## config.mk

```make
export PLATFORM = sky130hd
export DESIGN_NAME = fracn_seq
export DESIGN_NICKNAME = d
export VERILOG_FILES = /design/src/rtl/fracn_pkg.sv /design/src/rtl/fracn_acc.sv /design/src/rtl/fracn_divcnt.sv /design/src/rtl/fracn_comp.sv /design/src/rtl/fracn_seq.sv
export SDC_FILE = /design/constraint.sdc
export NUM_CORES = 1
export LEC_CHECK = 0
export ABC_CLOCK_PERIOD_IN_PS = 16900
export BUFFER_PORTS_ARGS = -buffer_cell sky130_fd_sc_hd__buf_2
export CELL_PAD_IN_SITES_DETAIL_PLACEMENT = 0
export CELL_PAD_IN_SITES_GLOBAL_PLACEMENT = 1
export CORE_MARGIN = 1
export CORE_UTILIZATION = 47
export CTS_CLUSTER_DIAMETER = 200
export CTS_CLUSTER_SIZE = 28
export DETAILED_ROUTE_END_ITERATION = 16
export PLACE_DENSITY_LB_ADDON = 0.3
export SETUP_SLACK_MARGIN = 0.1
export SYNTH_ARGS = -nofsm -noshare
export SYNTH_HDL_FRONTEND = slang
export SYNTH_SLANG_ARGS = --single-unit
export TNS_END_PERCENT = 1
```

## constraint.sdc

```tcl
create_clock -name clk -period 16.9 [get_ports clk]
set_input_delay 2.535 -clock clk [delete_from_list [all_inputs] [get_ports clk]]
set_output_delay 2.535 -clock clk [all_outputs]
set_load 0.005 [all_outputs]
```

## src/rtl/fracn_pkg.sv

```systemverilog
package fracn_pkg;

    localparam int ACC_W = 3;
    localparam int NUM_W = 3;

    typedef struct packed {
        logic             carry;
        logic [ACC_W-1:0] residue;
    } acc_step_t;

    function automatic logic [3:0] modulus(input logic mod5);
        return mod5 ? 4'd5 : 4'd8;
    endfunction

    function automatic logic [NUM_W-1:0] clamp_num(input logic [NUM_W-1:0] num,
                                                   input logic mod5);
        logic [3:0] m;
        m = modulus(mod5);
        if ({1'b0, num} >= m) return NUM_W'(m - 4'd1);
        return num;
    endfunction

endpackage

```

## src/rtl/fracn_acc.sv

```systemverilog
module fracn_acc
    import fracn_pkg::*;
(
    input  logic             clk,
    input  logic             rst,
    input  logic             step,
    input  logic [NUM_W-1:0] num,
    input  logic             mod5_sel,
    output acc_step_t        nxt,
    output logic [ACC_W-1:0] acc_q,
    output logic             mod5_q
);

    logic [3:0] m;
    logic [3:0] base;
    logic [3:0] sum;

    always_comb begin
        m            = modulus(mod5_sel);
        base         = (mod5_sel != mod5_q) ? 4'd0 : {1'b0, acc_q};
        sum          = base + {1'b0, clamp_num(num, mod5_sel)};
        nxt.carry    = (sum >= m);
        nxt.residue  = nxt.carry ? ACC_W'(sum - m) : ACC_W'(sum);
    end

    always_ff @(posedge clk) begin
        if (rst) begin
            acc_q  <= '0;
            mod5_q <= 1'b0;
        end else if (step) begin
            acc_q  <= nxt.residue;
            mod5_q <= mod5_sel;
        end
    end

endmodule

```

## src/rtl/fracn_divcnt.sv

```systemverilog
module fracn_divcnt #(
    parameter int N_W   = 16,
    parameter int N_MIN = 512
) (
    input  logic           clk,
    input  logic           rst,
    input  logic [N_W-1:0] n_int,
    input  logic           carry,
    output logic           reload,
    output logic           div_pulse
);

    localparam int CNT_W = N_W + 1;

    logic [CNT_W-1:0] cnt_q;
    logic [CNT_W-1:0] ratio;

    always_comb begin
        ratio     = ((n_int < N_W'(N_MIN)) ? CNT_W'(N_MIN) : {1'b0, n_int})
                    + CNT_W'(carry);
        reload    = (cnt_q <= CNT_W'(1));
        div_pulse = (cnt_q == CNT_W'(1));
    end

    always_ff @(posedge clk) begin
        if (rst)         cnt_q <= '0;
        else if (reload) cnt_q <= ratio;
        else             cnt_q <= cnt_q - CNT_W'(1);
    end

endmodule

```

## src/rtl/fracn_comp.sv

```systemverilog
module fracn_comp
    import fracn_pkg::*;
#(
    parameter int DAC_W   = 8,
    parameter int WIN_LEN = 128
) (
    input  logic                   clk,
    input  logic                   rst,
    input  logic                   reload,
    input  logic [ACC_W-1:0]       residue,
    input  logic [DAC_W-1:0]       dac_code,
    output logic                   comp_win,
    output logic [ACC_W+DAC_W-1:0] comp_mag
);

    localparam int MAG_W = ACC_W + DAC_W;
    localparam int WC_W  = $clog2(WIN_LEN + 1);
    localparam logic [WC_W-1:0] WIN_END = WC_W'(WIN_LEN);

    logic [WC_W-1:0] win_q;

    assign comp_win = (win_q < WIN_END);

    always_ff @(posedge clk) begin
        if (rst) begin
            win_q    <= WIN_END;
            comp_mag <= '0;
        end else if (reload) begin
            win_q    <= '0;
            comp_mag <= MAG_W'(residue) * MAG_W'(dac_code);
        end else if (win_q < WIN_END) begin
            win_q    <= win_q + WC_W'(1);
        end
    end

endmodule

```

## src/rtl/fracn_seq.sv

```systemverilog
module fracn_seq
    import fracn_pkg::*;
#(
    parameter int N_W     = 16,
    parameter int N_MIN   = 512,
    parameter int DAC_W   = 8,
    parameter int WIN_LEN = 128
) (
    input  logic                   clk,
    input  logic                   rst,
    input  logic [N_W-1:0]         n_int,
    input  logic [NUM_W-1:0]       num,
    input  logic                   mod5_sel,
    input  logic [DAC_W-1:0]       dac_code,
    output logic                   div_pulse,
    output logic                   comp_win,
    output logic [ACC_W+DAC_W-1:0] comp_mag
);

    acc_step_t        nxt;
    logic [ACC_W-1:0] acc_q;
    logic             mod5_q;
    logic             reload;

    fracn_acc u_acc (
        .clk      (clk),
        .rst      (rst),
        .step     (reload),
        .num      (num),
        .mod5_sel (mod5_sel),
        .nxt      (nxt),
        .acc_q    (acc_q),
        .mod5_q   (mod5_q)
    );

    fracn_divcnt #(.N_W(N_W), .N_MIN(N_MIN)) u_div (
        .clk       (clk),
        .rst       (rst),
        .n_int     (n_int),
        .carry     (nxt.carry),
        .reload    (reload),
        .div_pulse (div_pulse)
    );

    fracn_comp #(.DAC_W(DAC_W), .WIN_LEN(WIN_LEN)) u_comp (
        .clk      (clk),
        .rst      (rst),
        .reload   (reload),
        .residue  (nxt.residue),
        .dac_code (dac_code),
        .comp_win (comp_win),
        .comp_mag (comp_mag)
    );

endmodule

```

**After elaboration in Yosys (flattened, before gate mapping)**

Cells that the tools add are included.

- $add $sub $neg: 6
- Reduce and logical (&&, ||, !) cells: 2
- $lt $le $gt $ge: 5
- Equal/unequal tests: 2
- Mux-type cells: 10
- Multipliers: 1

Operator list:

| operator | number |
|---|---|
| adder 17 x 1 -> 17 bit | 1 |
| == test 17 x 1 -> 1 bit (second input constant) | 1 |
| <= comparator 17 x 1 -> 1 bit (second input constant) | 1 |
| two-way mux 17 bit | 1 |
| subtractor 17 x 1 -> 17 bit (second input constant) | 1 |
| less-than comparator 16 x 10 -> 1 bit (second input constant) | 1 |
| two-way mux 16 bit | 1 |
| two-way mux 8 bit | 2 |
| two-way mux 3 bit | 4 |
| multiplier 3 x 8 -> 11 bit | 1 |
| adder 8 x 1 -> 8 bit (second input constant) | 1 |
| less-than comparator 8 bit (second input constant) | 1 |
| adder 3 x 3 -> 4 bit | 1 |
| greater-or-equal comparator 3 x 4 -> 1 bit | 1 |
| greater-or-equal comparator 4 bit | 1 |
| two-way mux 4 bit | 1 |
| subtractor 3 x 1 -> 3 bit (second input constant) | 1 |
| subtractor 3 bit | 1 |
| nonzero test 2 bit | 1 |
| OR reduction 2 bit | 1 |
| two-way mux 1 bit | 1 |
| inequality test 1 bit | 1 |

- Word-level logic and storage cells: 32
- Output and inout bits: 13
- Bits in registers: 40
- Bits of input ports: 30

**Longest topological paths before layout**

- Depth in word-level cells: 8
- Mapped depth: 23
- Mapped depth without buffers: 22

**By module**

Synthesis repeated with hierarchy kept, for this count alone.

- Cell total of the unflattened synthesis: 370
- Area, all modules: 3145.5 sq um

By module, submodules not included:

| module | area an instance (sq um) | times used | sequential area each (sq um) | cells an instance |
|---|---|---|---|---|
| fracn_comp | 1396.3 | 1 | 380.4 | 163 |
| fracn_divcnt | 1256.2 | 1 | 340.3 | 146 |
| fracn_acc | 493.0 | 1 | 80.1 | 61 |

**Least setup slack after synthesis**

No wires, ideal clock.

- Path kind: input to register
- From: input port num[0]
- To: register u_comp.comp_mag[8]
- Library setup time: 0.132 ns
- Path buffers: 0
- Path slack: 9.833 ns
- Stages: 22
- Data required time: 16.768 ns
- Data arrival time: 6.935 ns
- Path through: inv_1 ha_1 nor2_1 nand2_1 a31oi_1 ha_1 fa_1 xor2_1 ha_1 o21ai_0 a31oi_1 nor2_1 mux2i_1 and2_1 fa_1 ha_1 fa_1 a211oi_1 o21bai_1 a211o_1 nand3_1 a21oi_1

- Word-level cells in the longest chain between the ends: 7
- Elaborated cells on any way between the ends: 8
- Classes of those cells: add/sub: 2; mul: 1; order compare: 2; mux: 3

RTL lines:

| item | line | RTL |
|---|---|---|
| start: declaration | fracn_seq.sv:12 | `input logic [NUM_W-1:0] num,` |
| greater-or-equal comparator 3 x 4 -> 1 bit | fracn_pkg.sv:19 | `if ({1'b0, num} >= m) return NUM_W'(m - 4'd1);` |
| two-way mux 1 bit | fracn_pkg.sv:19 |  |
| two-way mux 3 bit * | fracn_pkg.sv:20 | `return num;` |
| adder 3 x 3 -> 4 bit * | fracn_acc.sv:21 | `sum = base + {1'b0, clamp_num(num, mod5_sel)};` |
| greater-or-equal comparator 4 bit / subtractor 3 bit (equally long branches) | fracn_acc.sv:22, fracn_acc.sv:23 |  |
| two-way mux 3 bit * | fracn_acc.sv:23 | `nxt.residue = nxt.carry ? ACC_W'(sum - m) : ACC_W'(sum);` |
| multiplier 3 x 8 -> 11 bit * | fracn_comp.sv:30 | `comp_mag <= MAG_W'(residue) * MAG_W'(dac_code);` |
| end signal: assignment | fracn_comp.sv:30 |  |
| end: declaration | fracn_comp.sv:13 | `output logic [ACC_W+DAC_W-1:0] comp_mag` |

Every way passes the cells marked *; elsewhere a longest branch is shown, timed or not.
A chain may end at the register's enable or synchronous reset.

**Worst setup path in the final report**

- From: input port mod5_sel
- To: register u_comp.comp_mag[8]

- Word-level cells in the longest chain between the ends: 8
- Elaborated cells on any way between the ends: 13
- Classes of those cells: add/sub: 3; mul: 1; order compare: 2; eq/ne: 1; mux: 6

RTL lines:

| item | line | RTL |
|---|---|---|
| start: declaration | fracn_seq.sv:13 | `input logic mod5_sel,` |
| two-way mux 4 bit | fracn_pkg.sv:12 | `return mod5 ? 4'd5 : 4'd8;` |
| greater-or-equal comparator 3 x 4 -> 1 bit / subtractor 3 x 1 -> 3 bit (equally long branches) | fracn_pkg.sv:19 |  |
| two-way mux 1 bit / two-way mux 3 bit (equally long branches) | fracn_pkg.sv:19 |  |
| two-way mux 3 bit | fracn_pkg.sv:20 |  |
| adder 3 x 3 -> 4 bit | fracn_acc.sv:21 |  |
| greater-or-equal comparator 4 bit / subtractor 3 bit (equally long branches) | fracn_acc.sv:22, fracn_acc.sv:23 |  |
| two-way mux 3 bit * | fracn_acc.sv:23 |  |
| multiplier 3 x 8 -> 11 bit * | fracn_comp.sv:30 |  |

Every way passes the cells marked *; elsewhere a longest branch is shown, timed or not. The select of a mux whose other input is x is not followed.

==> results.md <==
* Status: finished, final reports clean
* Total Wirelength at 6.511 mm
* Cells after Synth at about 370
* Setup TNS at 0 ns
* Vias in the first global route at around 2400
* Clock network power share at about an eighth
* Io pins at 43
* Ranking of synthesized cells by area: dfxtp_1 26%, ha_1 9.4%, xnor2_1 6.9%
* Min Tclk post-route at ~7.5 ns
* Pre-antenna DRT Iters at 4
* Row cnt at 29
* Critical path required time at 17.06 ns
* DRC violations left at 0
* Overall routing resource usage at approximately a fifth
* Slew Viols, Final at 0
* Final Hold Viols at 0
* Worst r2r dst: u_comp.comp_mag[8]$_SDFFE_PP0N_
* Synthesis-stage register bit count at 40
* Most used DFF post-synth: dfxtp_1
* Largest net degree at the start of global routing at 30
* Clk Latency, worst-skew pair at 0.29 ns
* Worst hold path type: reg -> reg
* LEAKAGE at roughly 1.5 nW
* Fmax at about 0.13 GHz
* Peak supply drop at around 0.000086 V
* Share of cells above drive strength 1 at between 10% and 20%
* Violation count after the first detailed-route iteration at 120
* Top-count cell post-synth: nand2_1
* TritonCTS clock tree: built
* Worst-margin pin slew at 0.8037 ns
* Pint at 0.3195 mW
* Post-synthesis sequential area ratio at 26.21%
* Final Setup Violations at 0
* Remaining Overflow, GRT at 0
* Worst Setup EP: u_comp.comp_mag[8]$_SDFFE_PP0N_
* Clock root cell: clkbuf_8
* Synth warnings at 0
* Max Cap Violations at 0
* Chip Height at 82.63 um
* Post-DR vias/cell at between 5 and 6
* Seq pwr share at ~27%
* Synth area leader: dfxtp_1
* Per-cell routed wire length at about 13 um
* Synth top area share at a little over a quarter
* Max-slew headroom at between 40% and 50%
* Crit share post-route at approximately 44%
* Startpoint Class: primary input
* Crit Reg-Reg Startpoint: u_acc.mod5_q$_SDFFE_PP0N_
* FF-to-FF setup slack at around 12 ns
* Final Wtd Congestion at a little over 0.8
* Via count at around 2600
* Post-CTS setup repair buffer count at 0
* Critical Path Source: mod5_sel
* Detailed Place HPWL at roughly 5.0 mm
* Post-synth EDFFs at 0
* Clock net sink count at 40
* Netlist Area Pre-Place at about 0.0031 sq mm
* IO Port Bufs at 42
* Logic pwr share at about three fifths
* Global-route wire length before repair at about 11 mm
* Kind of critical path: in -> reg
* Cts bufs inserted at 5
* Most instantiated cells after synthesis: 41 x nand2_1, 40 x dfxtp_1, 34 x nor2_1, 24 x xnor2_1, 23 x ha_1
* Worst r2r path cells at 19
* # hold bufs at CTS at 0
* RSZ-0062 raised after global routing: no
* Core Box Area at 0.006314 sq mm
* Worst-path maximum fanout at 9
* Syn Nets at 430
* Cell variety after synth at between 50 and 60
* DIE AREA at about 0.0068 sq mm
* Worst path arrival time at about 7.6 ns
* Post-DRT Antenna Nets at 0
* Async set or reset register ratio after synthesis at 0%
* Ant. Diodes at 0
* Total net switching power at between 0.2 and 0.3 mW
* Final core utilization at around 54%
* Synthesized area per cell at a little over 8 sq um
* Width of the die at a little over 80 um
* Reg clk slew, reported paths at roughly 0.080 ns
* H-Tree Depth at 2
* Final net count at between 400 and 500
* Antenna violations before repair at 0
* Area Growth Syn to Fin at 11.30%
* Resized cells post-CTS at 0
* Sw frac at 45.55%
* Clock Skews at 0.007169 ns
* Initial Utilization at about half
* Clk buf depth at 2
* Power Density at around 170 mW/mm^2
* CP endpoint kind: flop
[per-stage QoR]
stage	area, sq um	worst slack (ns)	total power, mW	hold slack, ns	instances
6_report	3401	9.423	0.5868	0.4510	487
5_1_grt	3401	9.089	0.6465	0.4869	487
4_1_cts	3401	9.426	0.5906	0.4539	487
3_5_place_dp	3303	9.115	0.5180	0.4420	479
3_3_place_gp	3303	9.359	0.5131	0.4361	479
2_1_floorplan	3055	9.833	0.4487	0.4482	369
[layer usage]
layer / up-vias / wire length [um] / track usage [%] / part of all wire (%)
li1: 1364 / - / - / -
met1: 1219 / 3491 / 29.99 / 54
met2: 44 / 2764 / 32.73 / 42
met3: 4 / 204 / 2.967 / 3.1
met4: 0 / 51 / 5.172 / 0.78
met5: - / 0 / 0 / 0
[critical path, cell delays in order]
cell,delay (ns)
buf_2,0.15
ha_1,0.28
nor2_1,0.03
nand2_1,0.06
a31oi_1,0.09
ha_1,0.23
fa_1,0.39
xor2_1,0.20
ha_1,0.30
o21ai_0,0.19
a31oi_1,0.08
nor2_1,0.22
mux2i_1,0.62
and2_1,0.25
fa_1,0.42
ha_1,0.25
fa_1,0.43
a211oi_1,0.35
o21bai_1,0.12
a211o_1,0.30
nand3_1,0.09
a21oi_1,0.06
[worst min-delay path by stage]
stage,start,end,slack [ns],depth (start not counted)
2_1_floorplan,u_comp.comp_mag[5]$_SDFFE_PP0N_,u_comp.comp_mag[5]$_SDFFE_PP0N_,0.45,2
3_3_place_gp,u_comp.comp_mag[5]$_SDFFE_PP0N_,u_comp.comp_mag[5]$_SDFFE_PP0N_,0.44,2
3_5_place_dp,u_comp.comp_mag[5]$_SDFFE_PP0N_,u_comp.comp_mag[5]$_SDFFE_PP0N_,0.44,2
4_1_cts,u_comp.comp_mag[5]$_SDFFE_PP0N_,u_comp.comp_mag[5]$_SDFFE_PP0N_,0.45,2
5_1_grt,u_comp.comp_mag[6]$_SDFFE_PP0N_,u_comp.comp_mag[6]$_SDFFE_PP0N_,0.49,2
6_report,u_comp.comp_mag[5]$_SDFFE_PP0N_,u_comp.comp_mag[5]$_SDFFE_PP0N_,0.45,2
[sequential cells by signal (all words and copies together) (netlist names)]
signal / flops
u_div.cnt_q: 17
u_comp.comp_mag: 11
u_comp.win_q: 8
u_acc.acc_q: 3
u_acc.mod5_q: 1
[final cells by class]
type / instances / area [sq um]
Fill cell: 628 / 2913
Clock inverter: 2 / 15.01
Inverter: 23 / 86.33
Timing Repair Buffer: 44 / 225.2
Tap cell: 77 / 96.34
Multi-Input combinational cell: 295 / 2095
Sequential cell: 40 / 800.8
Clock buffer: 6 / 82.58
[logic make-up after synthesis]
logic type | share of synthesized area, %
simple gates | 26.25
buf+inv | 5.241
fa+ha+maj | 14.66
xor+xnor | 11.18
compound gates | 15.44
mux | 1.024
flops | 26.21
[cells in the final DEF (no fill, tap or decap), types with 5 or more instances in the layout]
| cell type | n |
|---|---|
| fa_1 | 8 |
| nand4_1 | 7 |
| a211oi_1 | 17 |
| nor2_1 | 34 |
| a21o_1 | 5 |
| o21ai_0 | 9 |
| nand2_1 | 41 |
| nand3_1 | 15 |
| inv_1 | 22 |
| buf_2 | 42 |
| and2_1 | 17 |
| ha_1 | 23 |
| a21oi_1 | 19 |
| nor3_1 | 7 |
| clkbuf_8 | 6 |
| xor2_1 | 15 |
| xnor2_1 | 24 |
| dfxtp_1 | 40 |
[power groups by stage]
| stage | clock network (mW) | registers [mW] | logic (mW) |
|---|---|---|---|
| 5_1_grt | 0.0741 | 0.162 | 0.410 |
| 4_1_cts | 0.0711 | 0.158 | 0.362 |
| 3_5_place_dp | 0 | 0.160 | 0.358 |
| 3_3_place_gp | 0 | 0.158 | 0.355 |
| 2_1_floorplan | 0 | 0.156 | 0.293 |
| 6_report | 0.0691 | 0.158 | 0.359 |
Note: power is estimated with default switching activity, not from simulation.
